## config.mk

```make
export PLATFORM = sky130hd
export DESIGN_NAME = frt_capture_timer
export DESIGN_NICKNAME = d
export VERILOG_FILES = /design/src/rtl/frt_pkg.sv /design/src/rtl/frt_edge_sync.sv /design/src/rtl/frt_counter.sv /design/src/rtl/frt_capture_timer.sv
export SDC_FILE = /design/constraint.sdc
export NUM_CORES = 1
export LEC_CHECK = 0
export ABC_AREA = 1
export BUFFER_PORTS_ARGS = -buffer_cell sky130_fd_sc_hd__buf_2
export CORE_MARGIN = 3
export CORE_UTILIZATION = 56
export CTS_CLUSTER_SIZE = 14
export DETAILED_ROUTE_END_ITERATION = 7
export MAX_ROUTING_LAYER = met4
export PLACE_DENSITY = 0.76
export SLEW_MARGIN = 20
export SYNTH_ARGS = -nofsm -noshare
export SYNTH_HDL_FRONTEND = slang
export SYNTH_SLANG_ARGS = --single-unit
```

## constraint.sdc

```tcl
create_clock -name clk_i -period 1.51 [get_ports clk_i]
set_input_delay 0.0755 -clock clk_i [delete_from_list [all_inputs] [get_ports clk_i]]
set_output_delay 0.0755 -clock clk_i [all_outputs]
set_load 0.02 [all_outputs]
```

## src/rtl/frt_pkg.sv

```systemverilog
package frt_pkg;
    localparam int DATA_W = 8;
    localparam int CNT_W  = 2 * DATA_W;
    localparam int ADDR_W = 5;
    localparam int N_CAP  = 4;
    localparam int N_FLAG = 7;
    localparam int CTRL_W = 2 + N_CAP;

    localparam logic [ADDR_W-1:0] A_CNT_H  = 5'h00;
    localparam logic [ADDR_W-1:0] A_CNT_L  = 5'h01;
    localparam logic [ADDR_W-1:0] A_CMPA_H = 5'h02;
    localparam logic [ADDR_W-1:0] A_CMPA_L = 5'h03;
    localparam logic [ADDR_W-1:0] A_CMPB_H = 5'h04;
    localparam logic [ADDR_W-1:0] A_CMPB_L = 5'h05;
    localparam logic [ADDR_W-1:0] A_CAPA_H = 5'h06;
    localparam logic [ADDR_W-1:0] A_CAPA_L = 5'h07;
    localparam logic [ADDR_W-1:0] A_CAPB_H = 5'h08;
    localparam logic [ADDR_W-1:0] A_CAPB_L = 5'h09;
    localparam logic [ADDR_W-1:0] A_CAPC_H = 5'h0A;
    localparam logic [ADDR_W-1:0] A_CAPC_L = 5'h0B;
    localparam logic [ADDR_W-1:0] A_CAPD_H = 5'h0C;
    localparam logic [ADDR_W-1:0] A_CAPD_L = 5'h0D;
    localparam logic [ADDR_W-1:0] A_STAT   = 5'h0E;
    localparam logic [ADDR_W-1:0] A_CTRL   = 5'h0F;
    localparam logic [ADDR_W-1:0] A_IEN    = 5'h10;

    // flag vector index (status bit = index + 1)
    localparam int F_OVF = 0;
    localparam int F_CMB = 1;
    localparam int F_CMA = 2;
    localparam int F_CPD = 3;
    localparam int F_CPC = 4;
    localparam int F_CPB = 5;
    localparam int F_CPA = 6;

    typedef struct packed {
        logic [CNT_W-1:0]  cmpa;
        logic [CNT_W-1:0]  cmpb;
        logic [CNT_W-1:0]  capa;
        logic [CNT_W-1:0]  capb;
        logic [CNT_W-1:0]  capc;
        logic [CNT_W-1:0]  capd;
        logic [N_FLAG-1:0] flags;
        logic [N_FLAG-1:0] seen;
        logic [N_FLAG-1:0] ien;
        logic              cclr;
        logic [CTRL_W-1:0] ctrl;
    } frt_regs_t;

    typedef struct packed {
        logic [CNT_W-1:0] cnt;
    } frt_cnt_t;
endpackage

```

## src/rtl/frt_edge_sync.sv

```systemverilog
module frt_edge_sync #(
    parameter int STAGES = 2
) (
    input  logic clk_i,
    input  logic rst_ni,
    input  logic pin_i,
    input  logic rise_sel_i,
    output logic event_o
);
    typedef struct packed {
        logic [STAGES-1:0] sync;
        logic              prev;
    } sync_t;

    sync_t s_d, s_q;
    logic  cur;

    assign cur = s_q.sync[STAGES-1];

    always_comb begin
        s_d      = s_q;
        s_d.sync = {s_q.sync[STAGES-2:0], pin_i};
        s_d.prev = cur;
    end

    always_ff @(posedge clk_i or negedge rst_ni) begin
        if (!rst_ni) s_q <= '0;
        else         s_q <= s_d;
    end

    assign event_o = rise_sel_i ? (cur & ~s_q.prev) : (~cur & s_q.prev);

    // an edge is seen for one cycle only
    p_single_edge_r9: assert property (@(posedge clk_i) disable iff (!rst_ni)
        (event_o && $stable(rise_sel_i)) |=> !event_o);
endmodule

```

## src/rtl/frt_counter.sv

```systemverilog
module frt_counter
    import frt_pkg::*;
(
    input  logic             clk_i,
    input  logic             rst_ni,
    input  logic             tick_i,
    input  logic             cclr_i,
    input  logic [CNT_W-1:0] cmpa_i,
    input  logic [CNT_W-1:0] cmpb_i,
    output logic [CNT_W-1:0] cnt_o,
    output logic             ovf_ev_o,
    output logic             cmpa_ev_o,
    output logic             cmpb_ev_o
);
    localparam logic [CNT_W-1:0] CNT_MAX = {CNT_W{1'b1}};

    frt_cnt_t c_d, c_q;
    logic     hit_a, hit_b, do_clr;

    assign hit_a  = (c_q.cnt == cmpa_i);
    assign hit_b  = (c_q.cnt == cmpb_i);
    assign do_clr = cclr_i && hit_a;

    always_comb begin
        c_d = c_q;
        if (tick_i) begin
            if (do_clr) c_d.cnt = '0;
            else        c_d.cnt = c_q.cnt + 1'b1;
        end
    end

    always_ff @(posedge clk_i or negedge rst_ni) begin
        if (!rst_ni) c_q <= '0;
        else         c_q <= c_d;
    end

    assign cnt_o     = c_q.cnt;
    assign ovf_ev_o  = tick_i && (c_q.cnt == CNT_MAX) && !do_clr;
    assign cmpa_ev_o = tick_i && hit_a;
    assign cmpb_ev_o = tick_i && hit_b;

    p_hold_r2: assert property (@(posedge clk_i) disable iff (!rst_ni)
        !tick_i |=> $stable(cnt_o));
    p_step_r2: assert property (@(posedge clk_i) disable iff (!rst_ni)
        (tick_i && !cclr_i) |=> (cnt_o == $past(cnt_o) + 1'b1));
    p_wrap_r3: assert property (@(posedge clk_i) disable iff (!rst_ni)
        ovf_ev_o |=> (cnt_o == '0));
    p_cmp_clear_r5: assert property (@(posedge clk_i) disable iff (!rst_ni)
        (cmpa_ev_o && cclr_i) |=> (cnt_o == '0));
endmodule

```

## src/rtl/frt_capture_timer.sv

```systemverilog
module frt_capture_timer
    import frt_pkg::*;
#(
    parameter int SYNC_STAGES = 2
) (
    input  logic              clk_i,
    input  logic              rst_ni,
    input  logic              standby_i,
    input  logic              tick_i,
    input  logic [ADDR_W-1:0] addr_i,
    input  logic              rd_i,
    input  logic              wr_i,
    input  logic [DATA_W-1:0] wdata_i,
    output logic [DATA_W-1:0] rdata_o,
    input  logic [N_CAP-1:0]  cap_pin_i,
    output logic              irq_o
);
    frt_regs_t r_d, r_q;

    logic [CNT_W-1:0]  cnt;
    logic              ovf_ev, cmpa_ev, cmpb_ev;
    logic [N_CAP-1:0]  cap_ev;
    logic [N_FLAG-1:0] set_vec, clr_vec;
    logic              st_rd, st_wr;
    logic              buf_a, buf_b;
    logic [DATA_W-1:0] rd_mux;

    assign buf_a = r_q.ctrl[0];
    assign buf_b = r_q.ctrl[1];

    frt_counter u_cnt (
        .clk_i     (clk_i),
        .rst_ni    (rst_ni),
        .tick_i    (tick_i),
        .cclr_i    (r_q.cclr),
        .cmpa_i    (r_q.cmpa),
        .cmpb_i    (r_q.cmpb),
        .cnt_o     (cnt),
        .ovf_ev_o  (ovf_ev),
        .cmpa_ev_o (cmpa_ev),
        .cmpb_ev_o (cmpb_ev)
    );

    for (genvar g = 0; g < N_CAP; g++) begin : g_cap
        frt_edge_sync #(.STAGES(SYNC_STAGES)) u_sync (
            .clk_i      (clk_i),
            .rst_ni     (rst_ni),
            .pin_i      (cap_pin_i[g]),
            .rise_sel_i (r_q.ctrl[2+g]),
            .event_o    (cap_ev[g])
        );
    end

    assign st_rd = rd_i && (addr_i == A_STAT);
    assign st_wr = wr_i && (addr_i == A_STAT);

    always_comb begin
        set_vec        = '0;
        set_vec[F_OVF] = ovf_ev;
        set_vec[F_CMB] = cmpb_ev;
        set_vec[F_CMA] = cmpa_ev;
        set_vec[F_CPD] = cap_ev[3];
        set_vec[F_CPC] = cap_ev[2];
        set_vec[F_CPB] = cap_ev[1];
        set_vec[F_CPA] = cap_ev[0];
        clr_vec = st_wr ? (~wdata_i[DATA_W-1:1] & r_q.seen & r_q.flags) : '0;
    end

    always_comb begin
        r_d       = r_q;
        // flags: hardware set dominates a CPU clear
        r_d.flags = (r_q.flags & ~clr_vec) | set_vec;
        r_d.seen  = (r_q.seen | (st_rd ? r_q.flags : '0)) & ~clr_vec & r_d.flags;
        if (st_wr) r_d.cclr = wdata_i[0];

        if (wr_i) begin
            unique case (addr_i)
                A_CMPA_H: r_d.cmpa[CNT_W-1:DATA_W] = wdata_i;
                A_CMPA_L: r_d.cmpa[DATA_W-1:0]     = wdata_i;
                A_CMPB_H: r_d.cmpb[CNT_W-1:DATA_W] = wdata_i;
                A_CMPB_L: r_d.cmpb[DATA_W-1:0]     = wdata_i;
                A_CTRL:   r_d.ctrl                 = wdata_i[CTRL_W-1:0];
                A_IEN:    r_d.ien                  = wdata_i[DATA_W-1:1];
                default: ;
            endcase
        end

        // channel C / D own captures, suppressed in buffered mode
        if (cap_ev[2] && !buf_a) r_d.capc = cnt;
        if (cap_ev[3] && !buf_b) r_d.capd = cnt;
        if (cap_ev[0]) begin
            if (buf_a) r_d.capc = r_q.capa;
            r_d.capa = cnt;
        end
        if (cap_ev[1]) begin
            if (buf_b) r_d.capd = r_q.capb;
            r_d.capb = cnt;
        end

        if (standby_i) begin
            r_d.flags = '0;
            r_d.seen  = '0;
            r_d.cclr  = 1'b0;
        end
    end

    always_ff @(posedge clk_i or negedge rst_ni) begin
        if (!rst_ni) begin
            r_q      <= '0;
            r_q.cmpa <= {CNT_W{1'b1}};
            r_q.cmpb <= {CNT_W{1'b1}};
        end else begin
            r_q <= r_d;
        end
    end

    always_comb begin
        unique case (addr_i)
            A_CNT_H:  rd_mux = cnt[CNT_W-1:DATA_W];
            A_CNT_L:  rd_mux = cnt[DATA_W-1:0];
            A_CMPA_H: rd_mux = r_q.cmpa[CNT_W-1:DATA_W];
            A_CMPA_L: rd_mux = r_q.cmpa[DATA_W-1:0];
            A_CMPB_H: rd_mux = r_q.cmpb[CNT_W-1:DATA_W];
            A_CMPB_L: rd_mux = r_q.cmpb[DATA_W-1:0];
            A_CAPA_H: rd_mux = r_q.capa[CNT_W-1:DATA_W];
            A_CAPA_L: rd_mux = r_q.capa[DATA_W-1:0];
            A_CAPB_H: rd_mux = r_q.capb[CNT_W-1:DATA_W];
            A_CAPB_L: rd_mux = r_q.capb[DATA_W-1:0];
            A_CAPC_H: rd_mux = r_q.capc[CNT_W-1:DATA_W];
            A_CAPC_L: rd_mux = r_q.capc[DATA_W-1:0];
            A_CAPD_H: rd_mux = r_q.capd[CNT_W-1:DATA_W];
            A_CAPD_L: rd_mux = r_q.capd[DATA_W-1:0];
            A_STAT:   rd_mux = {r_q.flags, r_q.cclr};
            A_CTRL:   rd_mux = {{(DATA_W-CTRL_W){1'b0}}, r_q.ctrl};
            A_IEN:    rd_mux = {r_q.ien, 1'b0};
            default:  rd_mux = '0;
        endcase
    end

    assign rdata_o = rd_i ? rd_mux : '0;
    assign irq_o   = |(r_q.flags & r_q.ien);

    p_hw_set_only_r6: assert property (@(posedge clk_i) disable iff (!rst_ni)
        (set_vec == '0) |=> ((r_q.flags & ~$past(r_q.flags)) == '0));
    p_clear_needs_write_r7: assert property (@(posedge clk_i) disable iff (!rst_ni)
        (!st_wr && !standby_i) |=> (($past(r_q.flags) & ~r_q.flags) == '0));
    p_clear_needs_read_r7: assert property (@(posedge clk_i) disable iff (!rst_ni)
        (st_wr && !standby_i && (r_q.seen == '0)) |=> (($past(r_q.flags) & ~r_q.flags) == '0));
    p_set_wins_r8: assert property (@(posedge clk_i) disable iff (!rst_ni)
        ((set_vec != '0) && !standby_i) |=> ((r_q.flags & $past(set_vec)) == $past(set_vec)));
    p_cap_plain_r9: assert property (@(posedge clk_i) disable iff (!rst_ni)
        (cap_ev[0] && !buf_a) |=> (r_q.capa == $past(cnt)));
    p_cap_shift_r10: assert property (@(posedge clk_i) disable iff (!rst_ni)
        (cap_ev[0] && buf_a) |=> ((r_q.capc == $past(r_q.capa)) && (r_q.capa == $past(cnt))));
    p_irq_quiet_r11: assert property (@(posedge clk_i) disable iff (!rst_ni)
        ((r_q.flags & r_q.ien) == '0) |-> !irq_o);
    p_standby_r12: assert property (@(posedge clk_i) disable iff (!rst_ni)
        standby_i |=> ({r_q.flags, r_q.cclr} == '0));
endmodule

```

## Yosys cells after proc, flatten, opt, wreduce, memory -nomap -nowiden

Index checks and enable logic that the tools add are counted.

| word-level totals | value |
|---|---|
| register bits after elaboration | 152 |
| input port bits | 23 |
| output and inout bits | 9 |
| logic and storage cells | 107 |

| operators by class | value |
|---|---|
| $add $sub $neg | 1 |
| eq/ne operators | 19 |
| multiplexer cells | 18 |
| bitwise operators | 26 |
| reduce and logical (&&, ||, !) cells | 21 |

Operators by type and width:

| kind | count |
|---|---|
| $pmux W8 S17 | 1 |
| $mux W16 | 7 |
| $and A7 B7 Y7 | 6 |
| $eq A5 B4 Y1 const B | 8 |
| $eq A16 B16 Y1 | 2 |
| $eq A5 B3 Y1 const B | 4 |
| $add A16 B1 Y16 const B | 1 |
| $eq A16 B16 Y1 const B | 1 |
| $mux W14 | 1 |
| $mux W7 | 2 |
| $not A7 Y7 | 2 |
| $or A7 B7 Y7 | 2 |
| $reduce_and A2 Y1 | 6 |
| $eq A5 B2 Y1 const B | 2 |
| $logic_and A1 B1 Y1 | 9 |
| $and A1 B1 Y1 | 8 |
| $mux W8 | 1 |
| $not A1 Y1 | 8 |
| $reduce_or A7 Y1 | 1 |
| $mux W1 | 6 |
| $eq A5 B1 Y1 const B | 1 |
| $eq A5 B5 Y1 const B | 1 |
| $logic_not A5 Y1 | 1 |
| $logic_not A1 Y1 | 3 |
| $reduce_bool A2 Y1 | 1 |

## Longest topological paths before layout

Gate-level depths: netlist of the first run.

| logic depth | value |
|---|---|
| depth after elaboration | 9 |
| gate-level depth with buffers | 12 |
| mapped depth without buffers | 11 |

## Cells and area by module

A second synthesis of the first run with hierarchy kept.

| second synthesis, totals | value |
|---|---|
| cell total of the unflattened synthesis | 1102 |
| area, all modules | 8084.0 µm² |

By module, submodules not included:

| module | instances | cells each | area an instance (µm²) | sequential area each (µm²) |
|---|---|---|---|---|
| frt_capture_timer | 1 | 833 | 6261.0 | 3143.0 |
| frt_counter | 1 | 233 | 1422.6 | 400.4 |
| frt_edge_sync | 4 | 9 | 100.1 | 75.1 |

## Worst setup path after synthesis of the first run

No wires, ideal clock.

| timing path | value |
|---|---|
| path type | register -> register |
| start | register u_cnt.c_q, in the netlist u_cnt.cnt_o[0] |
| end | register r_q[14] (netlist bit) |
| library setup time | 0.071 ns |
| data arrival time | 1.407 ns |
| required time | 1.439 ns |
| setup slack | 0.032 ns |
| cell stages (with the launch flop) | 10 |
| buffers on the path | 0 |
| clock period less this slack | 1.478 ns |
| cell sequence | dfrtp_1 > ha_1 > nand2_1 > nor3_4 > nand3_1 > nor3_1 > nand2_1 > nand2_1 > nand2_1 > nor2_1 |

RTL lines:

| item | RTL line | source |
|---|---|---|
| from (decl) | frt_counter.sv:17 | `frt_cnt_t c_d, c_q;` |
| from (signal assigned) | frt_counter.sv:33 | `if (!rst_ni) c_q <= '0;` |
| from (signal assigned) | frt_counter.sv:34 | `else c_q <= c_d;` |
| to (signal assigned) | frt_capture_timer.sv:113 | `r_q <= r_d;` |
| to (decl) | frt_capture_timer.sv:18 | `frt_regs_t r_d, r_q;` |

## Worst setup path after layout of the first run

| timing path | value |
|---|---|
| start | register r_q[112] (netlist bit) |
| end | output port rdata_o[4] |

| on the way | value |
|---|---|
| cells in the longest elaborated chain, start to end | 2 |

RTL lines:

| item | RTL line | source |
|---|---|---|
| $pmux W8 S17 | frt_capture_timer.sv:118 | `unique case (addr_i)` |
| $mux W8 | frt_capture_timer.sv:140 | `assign rdata_o = rd_i ? rd_mux : '0;` |
| to (decl) | frt_capture_timer.sv:14 | `output logic [DATA_W-1:0] rdata_o,` |

Every way passes these cells.

==> results.md, run 1 <==
Timing:
- The fraction of the cycle the final worst path needs is 1.19.
- The final max-slew violation count came to 0.
- The relative max-transition margin is 0.661.
- The post-layout worst setup margin is -294 ps.
- Based on the critical path, the design can be clocked at up to 554 MHz.
- Setup violations remaining at the end of the flow were counted as 31.
- At the pin with the least slew margin, the transition time is roughly 500 ps.
- The number of failing hold endpoints at the final stage is 0.
- Final hold analysis gives a worst-case slack of 23.2 ps.
- For the final routed database, the setup TNS stands at -7020 ps.
- Setup repair after global routing could not meet its margin everywhere.
- Subtracting the final worst setup slack from the clock period gives ~1800 ps.
- On the final layout, the worst clock skew is a little over 5 ps.

Min path:
- The endpoint of the worst hold path is r_q[107].
- The start point of the worst hold path is wdata_i[7].
- The number of cells traversed by the worst hold path is 3.
- The class of the tightest hold or removal check is in -> reg.

Worst setup path:
- The gate family responsible for the most delay along the worst path is flip-flops.
- Together, buffers and inverters on the worst path number 3.
- The worst setup path is launched from a register.
- At the worst endpoint, the required time is between 1000 and 1500 ps.
- The worst register-to-register path begins at u_cnt.cnt_o[5].
- The critical path arrival is approximately 1700 ps.
- The setup slack on the worst flop-to-flop path is -270 ps.
- The library cell appearing most often on the critical path is sky130_fd_sc_hd__nor2_1.
- The critical path is of the reg -> out type.
- Traced cell by cell, the critical path runs through inv_1 -> buf_4 -> o22ai_2 -> nor2_1 -> nand3_1 -> nor2_1 -> nor2_1 -> buf_4.
- STA classifies the critical path endpoint as a primary output.
- The number of cells on the worst reg-to-reg path is 13.
- The critical-path cell with the highest stage delay is sky130_fd_sc_hd__dfstp_2.
- The critical path startpoint is r_q[112].
- The biggest cell delay along the critical path is 530 ps.
- The capturing point of the worst reg2reg path is r_q[14].
- The maximum fanout encountered on the critical timing path is 2.

Yosys:
- Of the post-synthesis cell area, the dominant cell type holds 0.388.
- The cell area that synthesis handed to floorplanning was approximately 0.0077 mm².
- The number of nets in the synthesized netlist is roughly 1.0k.
- The share of flip-flops with an asynchronous set or reset is 1.00.
- After synthesis, the netlist uses 32 different library cells.
- During synthesis, Yosys emitted a total of 0 warnings.
- The average instance in the mapped netlist occupies between 7 and 8 µm².
- The most used flip-flop cell after synthesis is sky130_fd_sc_hd__dfrtp_1.
- The flip-flop and latch count after synthesis is 152.
- The post-synthesis sequential area ratio is 0.496.
- The count of flip-flops with a built-in enable after synthesis is 0.
- The cell count after synthesis is ~1.0k.
- The cell taking the most area after synthesis is sky130_fd_sc_hd__dfrtp_1.
- Sorting the synthesized cells by area gives the leading types as sky130_fd_sc_hd__dfrtp_1, sky130_fd_sc_hd__nand2_1, sky130_fd_sc_hd__dfstp_2.

Finish:
- 0 antenna diodes ended up in the layout.
- In the layout the commonest cells are sky130_fd_sc_hd__nand2_1, sky130_fd_sc_hd__buf_4, sky130_fd_sc_hd__nor2_1, sky130_fd_sc_hd__dfrtp_1, sky130_fd_sc_hd__inv_1.
- The sequential cells in the finished layout cover a total of about 0.0038 mm².
- The most common cell after layout, fill and taps aside is sky130_fd_sc_hd__nand2_1.
- The count of filler cells inserted in the layout is about 870.
- Once layout is complete, the utilization of the core stands at 0.820.
- The area of all placed cells without fillers is 0.0110 mm².
- The share of post-route cells with drive strength above 1 is 0.370.
- The area used by multi-input combinational logic is 0.00382 mm².
- The layout overhead on the synthesized area is 41.8%.
- The final net count is ~1.3k.

Drt:
- After detailed routing, the number of vias per cell comes to between 5 and 6.
- The post-route antenna net violation count is 0.
- The remaining routing DRC violations is 0.
- The vias after detailed routing is approximately 8.4k.
- In this run, the number of DRC markers left after iteration 0 of detailed routing was 1183.
- The routed wire length is 30400 µm.
- The average wire length per cell after detail routing is between 20 and 25 µm.
- The detailed-routing iteration count for the pre-antenna-repair pass is 6.

Power:
- In this run the static leakage power is 0.00515 µW.
- In this run the power density over the cells is 1450 mW/mm².
- VDD sags by at most approximately 0.0011 V.

Place:
- The number of I/O port buffers is 31.
- The detailed placement HPWL is about 21000 µm.
- The routability congestion estimate is a little over 1.
- The placed standard-cell area is 0.00926 mm².
- Before CTS, the worst setup slack after placement is -273 ps.

Status:
- The run finished, with violations left.
- The checks that failed: setup timing.

GRT:
- Global routing finished with a remaining overflow of 0.
- The number of antenna violations at the first check in global routing is 0.
- In the global route stage, overall resource usage came out at 0.416.
- The first-pass GRT wire length is 44700 µm.
- The via count of the first global-routing pass came to between 7k and 8k.
- Entering global routing, the biggest net connects 48 pins.

Clocking:
- The maximum count of clock buffers along a single path is 2.
- The number of clock sinks seen by CTS is approximately 150.
- TritonCTS built the clock tree.
- After clock tree synthesis, the clock-pin slew on the worst setup and hold paths is around 70 ps.
- The cell at the root of the clock tree is sky130_fd_sc_hd__clkbuf_16.
- The later-pin clock latency in the skew report is between 400 and 500 ps.
- The number of clock buffers inserted by TritonCTS is 17.
- The count of H-tree levels built during CTS is 4.

Run:
- The max-capacitance violation count is 0.

Floorplan:
- The floorplan step defined a die boundary enclosing 0.0153 mm².
- The initial standard-cell utilization of the core is 0.578.
- The chip width is around 120 µm.
- After floorplanning, the core was divided into 42 placement rows.
- The overall die height is approximately 120 µm.
- The area of the placeable core is ~0.013 mm².
- The number of placed I/O pins is 32.
==> cell type report <==
cell class,instances,share of cell area
sequential,152,0.350
multi-input combinational,703,0.348
timing repair buffer,235,0.182
inverter,131,0.0452
clock buffer,18,0.0391
tap,176,0.0200
clock inverter,14,0.0149
==> power breakdown <==
group          leakage [µW]  switching [µW]  internal, µW
Sequential          0.00171             820          5140
Combinational       0.00315            3120          2480
Clock              0.000280            1890          2480
==> metrics by stage <==
stage | power, µW | instances
after floorplan | 7960 | 1018
after global placement | 10000 | 1355
after detailed placement | 10100 | 1355
after CTS | 15100 | 1418
after global routing | 16500 | 1429
final | 15900 | 1429
==> Yosys cell counts, types with 4 or more instances <==
cell / count
sky130_fd_sc_hd__nand3_1: 26
sky130_fd_sc_hd__dfstp_2: 32
sky130_fd_sc_hd__nor2_1: 163
sky130_fd_sc_hd__nor3_1: 15
sky130_fd_sc_hd__nand2_1: 244
sky130_fd_sc_hd__nand4_1: 16
sky130_fd_sc_hd__xor2_1: 11
sky130_fd_sc_hd__nand2_2: 4
sky130_fd_sc_hd__clkbuf_1: 13
sky130_fd_sc_hd__o211ai_1: 5
sky130_fd_sc_hd__buf_4: 9
sky130_fd_sc_hd__inv_2: 17
sky130_fd_sc_hd__dfrtp_1: 120
sky130_fd_sc_hd__a21oi_1: 36
sky130_fd_sc_hd__o21ai_1: 27
sky130_fd_sc_hd__o21ai_0: 72
sky130_fd_sc_hd__inv_1: 114
sky130_fd_sc_hd__nor2_2: 10
sky130_fd_sc_hd__buf_2: 9
sky130_fd_sc_hd__o22ai_1: 57
==> timing repair <==
action                                  CTS  global route
pin swaps                                51            43
hold buffers                              7             0
cloned                                    0             1
gates resized for setup                 110           124
endpoints found under the setup margin   39            70
hold endpoints to repair                137             0
buffers inserted                         25            14
==> per-layer routing <==
layer | GRT usage | vias up | wire, µm
met5 | - | - | 0
met4 | 0.230 | 0 | 1860
met3 | 0.0904 | 129 | 3170
met2 | 0.613 | 556 | 13700
met1 | 0.538 | 3966 | 11700
li1 | - | 3734 | -
==> worst max-delay path by stage <==
stage            endpoint  depth (start not counted)  slack [ps]
6_report       rdata_o[4]                          8        -290
5_1_grt        rdata_o[6]                          7        -380
3_3_place_gp   rdata_o[4]                         12        -260
4_1_cts        rdata_o[3]                          8        -280
2_1_floorplan     r_q[14]                          9          30
3_5_place_dp      r_q[14]                         11        -270
==> sequential cells by signal (all words and copies together), names as in the netlist <==
| name | cells |
|---|---|
| u_cnt.cnt_o | 16 |
| r_q | 122 |
| buf_b | 1 |
| buf_a | 1 |
| g_cap.u_sync.s_q | 4 |
| g_cap.u_sync.cur | 4 |
| g_cap.u_sync.s_d | 4 |
==> tightest hold or removal path: stages <==
cell                      delay [ps]
sky130_fd_sc_hd__buf_2            80
sky130_fd_sc_hd__inv_1           110
sky130_fd_sc_hd__o21ai_1         160
==> logic make-up after synthesis <==
family	Yosys count	share of synthesized area
AND/OR/NAND/NOR	484	0.255
AO/OA/AOI/OAI	204	0.145
buffers and inverters	163	0.0857
flip-flops	152	0.496
XOR/XNOR	14	0.0158
adder cells (fa/ha/maj)	1	0.00161
Power figures use the tool's default switching activity.
==> inputs of run 2 (changes only) <==
Settings changed: TNS_END_PERCENT set to 10.
==> run 2 against run 1 <==
The run still ends with setup timing left; clock power barely moved; global-route usage fell by 0.83 points; die area did not move; power fell by 3.8%; final cell count fell by 1.3%; clock-buffer cell count did not move; sequential power barely moved; worst setup slack got worse by 11 ps; design area fell by 5.1%; via count fell by 3.0%; critical path type unchanged; largest power group unchanged.
==> results.md, run 2 (synthesized netlist as in run 1, its figures left out) <==
Timing:
- The number of setup violations in the final report came to 31 (unchanged).
- The fraction of the cycle the final worst path needs is 1.20 (was 1.19).
- The worst clock skew on the final layout is 9.77 ps (was 5.06 ps).
- The setup TNS is -5900 ps (was -7020 ps).
- Unrepaired setup endpoints after global routing: true (unchanged).
- The number of failing hold endpoints at the final stage was 0 (unchanged).
- The final max-slew violation count is 0 (unchanged).
- The clock period minus final worst setup slack is 1820 ps (was 1800 ps).
- The actual transition at the worst max-transition pin came to 509 ps (about the same).
- The smallest hold slack is 30.9 ps (was 23.2 ps).
- The post-layout worst setup margin is -305 ps (was -294 ps).
- The relative max-transition margin is 0.661 (about the same).
- The timing-limited maximum frequency is 551 MHz (was 554 MHz).

Place:
- The number of cells after detailed placement is 1355 (unchanged).
- The placed standard-cell area is 0.00926 mm² (unchanged).
- The worst slack at placement is -273 ps (unchanged).
- The detailed placement HPWL is 21100 µm (unchanged).
- The routability congestion estimate is 1.03 (unchanged).
- The number of I/O port buffers came to 31 (unchanged).

Power:
- The peak supply drop was 0.00107 V (was 0.00110 V).
- The static power due to leakage came to 0.00495 µW (was 0.00515 µW).
- The power per cell area is 1470 mW/mm² (was 1450 mW/mm²).

Run:
- The max-capacitance violation count is 0 (unchanged).

Worst setup path:
- The capturing point of the worst reg2reg path is r_q[14] (unchanged).
- The startpoint of the worst-slack reg-to-reg timing path was u_cnt.cnt_o[3] (was u_cnt.cnt_o[5]).
- The depth of the worst register-to-register path came to 11 (was 13).
- The category of the most critical setup path is reg -> out (unchanged).
- The critical path startpoint is r_q[2] (was r_q[112]).
- The critical path arrival is 1740 ps (was 1730 ps).
- The endpoint type of the worst setup path is a primary output (unchanged).
- The required arrival time at the worst endpoint is 1430 ps (about the same).
- The maximum fanout encountered on the critical timing path is 3 (was 2).
- The setup slack on the worst flop-to-flop path is -270 ps (about the same).
- The type of element launching the critical path is a register (unchanged).

Floorplan:
- The number of placed I/O pins was 32 (unchanged).
- The chip width is 124 µm (unchanged).
- The row count is 42 (unchanged).
- The overall die height is 124 µm (unchanged).
- The initial standard-cell utilization of the core is 0.578 (unchanged).
- The die area is 0.0153 mm² (unchanged).
- The area of the placeable core is 0.0134 mm² (unchanged).

Drt:
- The routed wire length was 29100 µm (was 30400 µm).
- The count of routing violations after the opening detailed-route iteration is 1027 (was 1183).
- The mean number of vias per cell was 5.77 (was 5.87).
- The detailed-routing iteration count for the pre-antenna-repair pass came to 8 (was 6).
- The average wire length per cell after detail routing is 20.6 µm (was 21.3 µm).
- The vias after detailed routing is 8131 (was 8385).
- The post-route antenna net violation count is 0 (unchanged).
- The remaining routing DRC violations came to 0 (unchanged).

Finish:
- The layout overhead on the synthesized area was 34.6% (was 41.8%).
- The share of post-route cells with drive strength above 1 is 0.312 (was 0.370).
- The number of standard cells in the final layout excluding fillers is 1410 (was 1429).
- Most used cells in the layout excluding fill and tap cells: sky130_fd_sc_hd__nand2_1, sky130_fd_sc_hd__buf_4, sky130_fd_sc_hd__nor2_1, sky130_fd_sc_hd__dfrtp_1, sky130_fd_sc_hd__inv_1 (unchanged).
- The most common cell after layout, fill and taps aside is sky130_fd_sc_hd__nand2_1 (unchanged).
- The number of diodes added for antenna fixing is 0 (unchanged).
- The area of all placed cells without fillers is 0.0104 mm² (was 0.0110 mm²).
- The most flop-heavy register is r_q (unchanged).
- The flip-flop count of the largest register after layout is 122 (unchanged).
- The final net count was 1245 (was 1264).

Clocking:
- The number of clock buffers inserted by TritonCTS is 17 (unchanged).
- The number of clock sinks seen by CTS came to 152 (unchanged).
- The clock-pin slew reported for the worst setup and hold paths after clock tree synthesis is 60 ps (was 70 ps).
- The count of H-tree levels built during CTS was 4 (unchanged).
- The clock tree from TritonCTS is done (unchanged).
- The later-pin clock latency in the skew report is 440 ps (about the same).
- The maximum count of clock buffers along a single path is 2 (unchanged).
- The cell at the root of the clock tree is sky130_fd_sc_hd__clkbuf_16 (unchanged).

GRT:
- The leftover overflow at the end of global routing was 0 (unchanged).
- The overall fraction of global-route tracks in use is 0.408 (was 0.416).
- The first-pass GRT wire length is 43800 µm (was 44700 µm).
- The number of antenna violations at the first check in global routing was 0 (unchanged).
- The via count of the first global-routing pass was 7773 (was 7953).
- The maximum number of pins on one net before global-route repair is 48 (unchanged).

Min path:
- The endpoint of the worst hold path is r_q[107] (unchanged).
- The class of the tightest hold or removal check is in -> reg (unchanged).
- The number of cells traversed by the worst hold path is 3 (unchanged).
- The start point of the worst hold path is wdata_i[7] (unchanged).

Status:
- Violated checks: setup timing (unchanged).
- Status: finished, violations left (unchanged).
==> run 2: cell count changes in the layout (fill, tap and decap cells not counted), sizes merged <==
cell / before / now
buf: 227 / 208
==> run 2: per-stage QoR <==
step / utilization / power, µW
detailed placement: 0.691 / 10100
finish: 0.778 / 15300
global placement: 0.691 / 10000
floorplan: - / 7960
global route: 0.778 / 15900
CTS: 0.762 / 14800
==> run 2: area by class of cell <==
class                           count  area (µm²)
Clock buffer                       18         429
Clock inverter                     14         164
Fill cell                         973        2970
Inverter                          131         497
Multi-Input combinational cell    703        3510
Sequential cell                   152        3850
Tap cell                          176         220
Timing Repair Buffer              216        1760
==> run 2: worst max-delay path by stage <==
stage | end | slack, ps | cells after the start
2_1_floorplan | r_q[14] | 30 | 9
3_3_place_gp | rdata_o[4] | -260 | 12
3_5_place_dp | r_q[14] | -270 | 11
4_1_cts | rdata_o[3] | -280 | 8
5_1_grt | rdata_o[6] | -360 | 8
6_report | rdata_o[2] | -310 | 7
==> run 2: what timing repair did <==
item,4_1_cts,5_1_grt
pin swaps,39,33
hold endpoints to repair,137,0
resized for setup,74,56
buffers inserted,10,8
endpoints found under the setup margin,39,71
hold buffers,7,0
==> run 2: routing by layer <==
metal	up-vias	part of all wire	global-route usage
li1	3705	-	-
met1	3787	0.40	0.525
met2	524	0.45	0.610
met3	115	0.10	0.0949
met4	0	0.051	0.203
met5	-	0	-
==> run 2: where the power goes <==
group / total (µW) / switching [µW] / internal (µW)
Clock: 4370 / 1890 / 2480
Combinational: 5010 / 2790 / 2210
Sequential: 5930 / 793 / 5140
Total: 15300 / 5480 / 9830
==> run 2: critical path: stages, from the launching register on <==
cell and delay [ps]:
sky130_fd_sc_hd__dfrtp_1 400, sky130_fd_sc_hd__inv_2 100, sky130_fd_sc_hd__o22ai_1 140, sky130_fd_sc_hd__nor2_1 220, sky130_fd_sc_hd__nand3_1 120, sky130_fd_sc_hd__nor2_1 100
sky130_fd_sc_hd__nor2_1 40, sky130_fd_sc_hd__buf_4 170
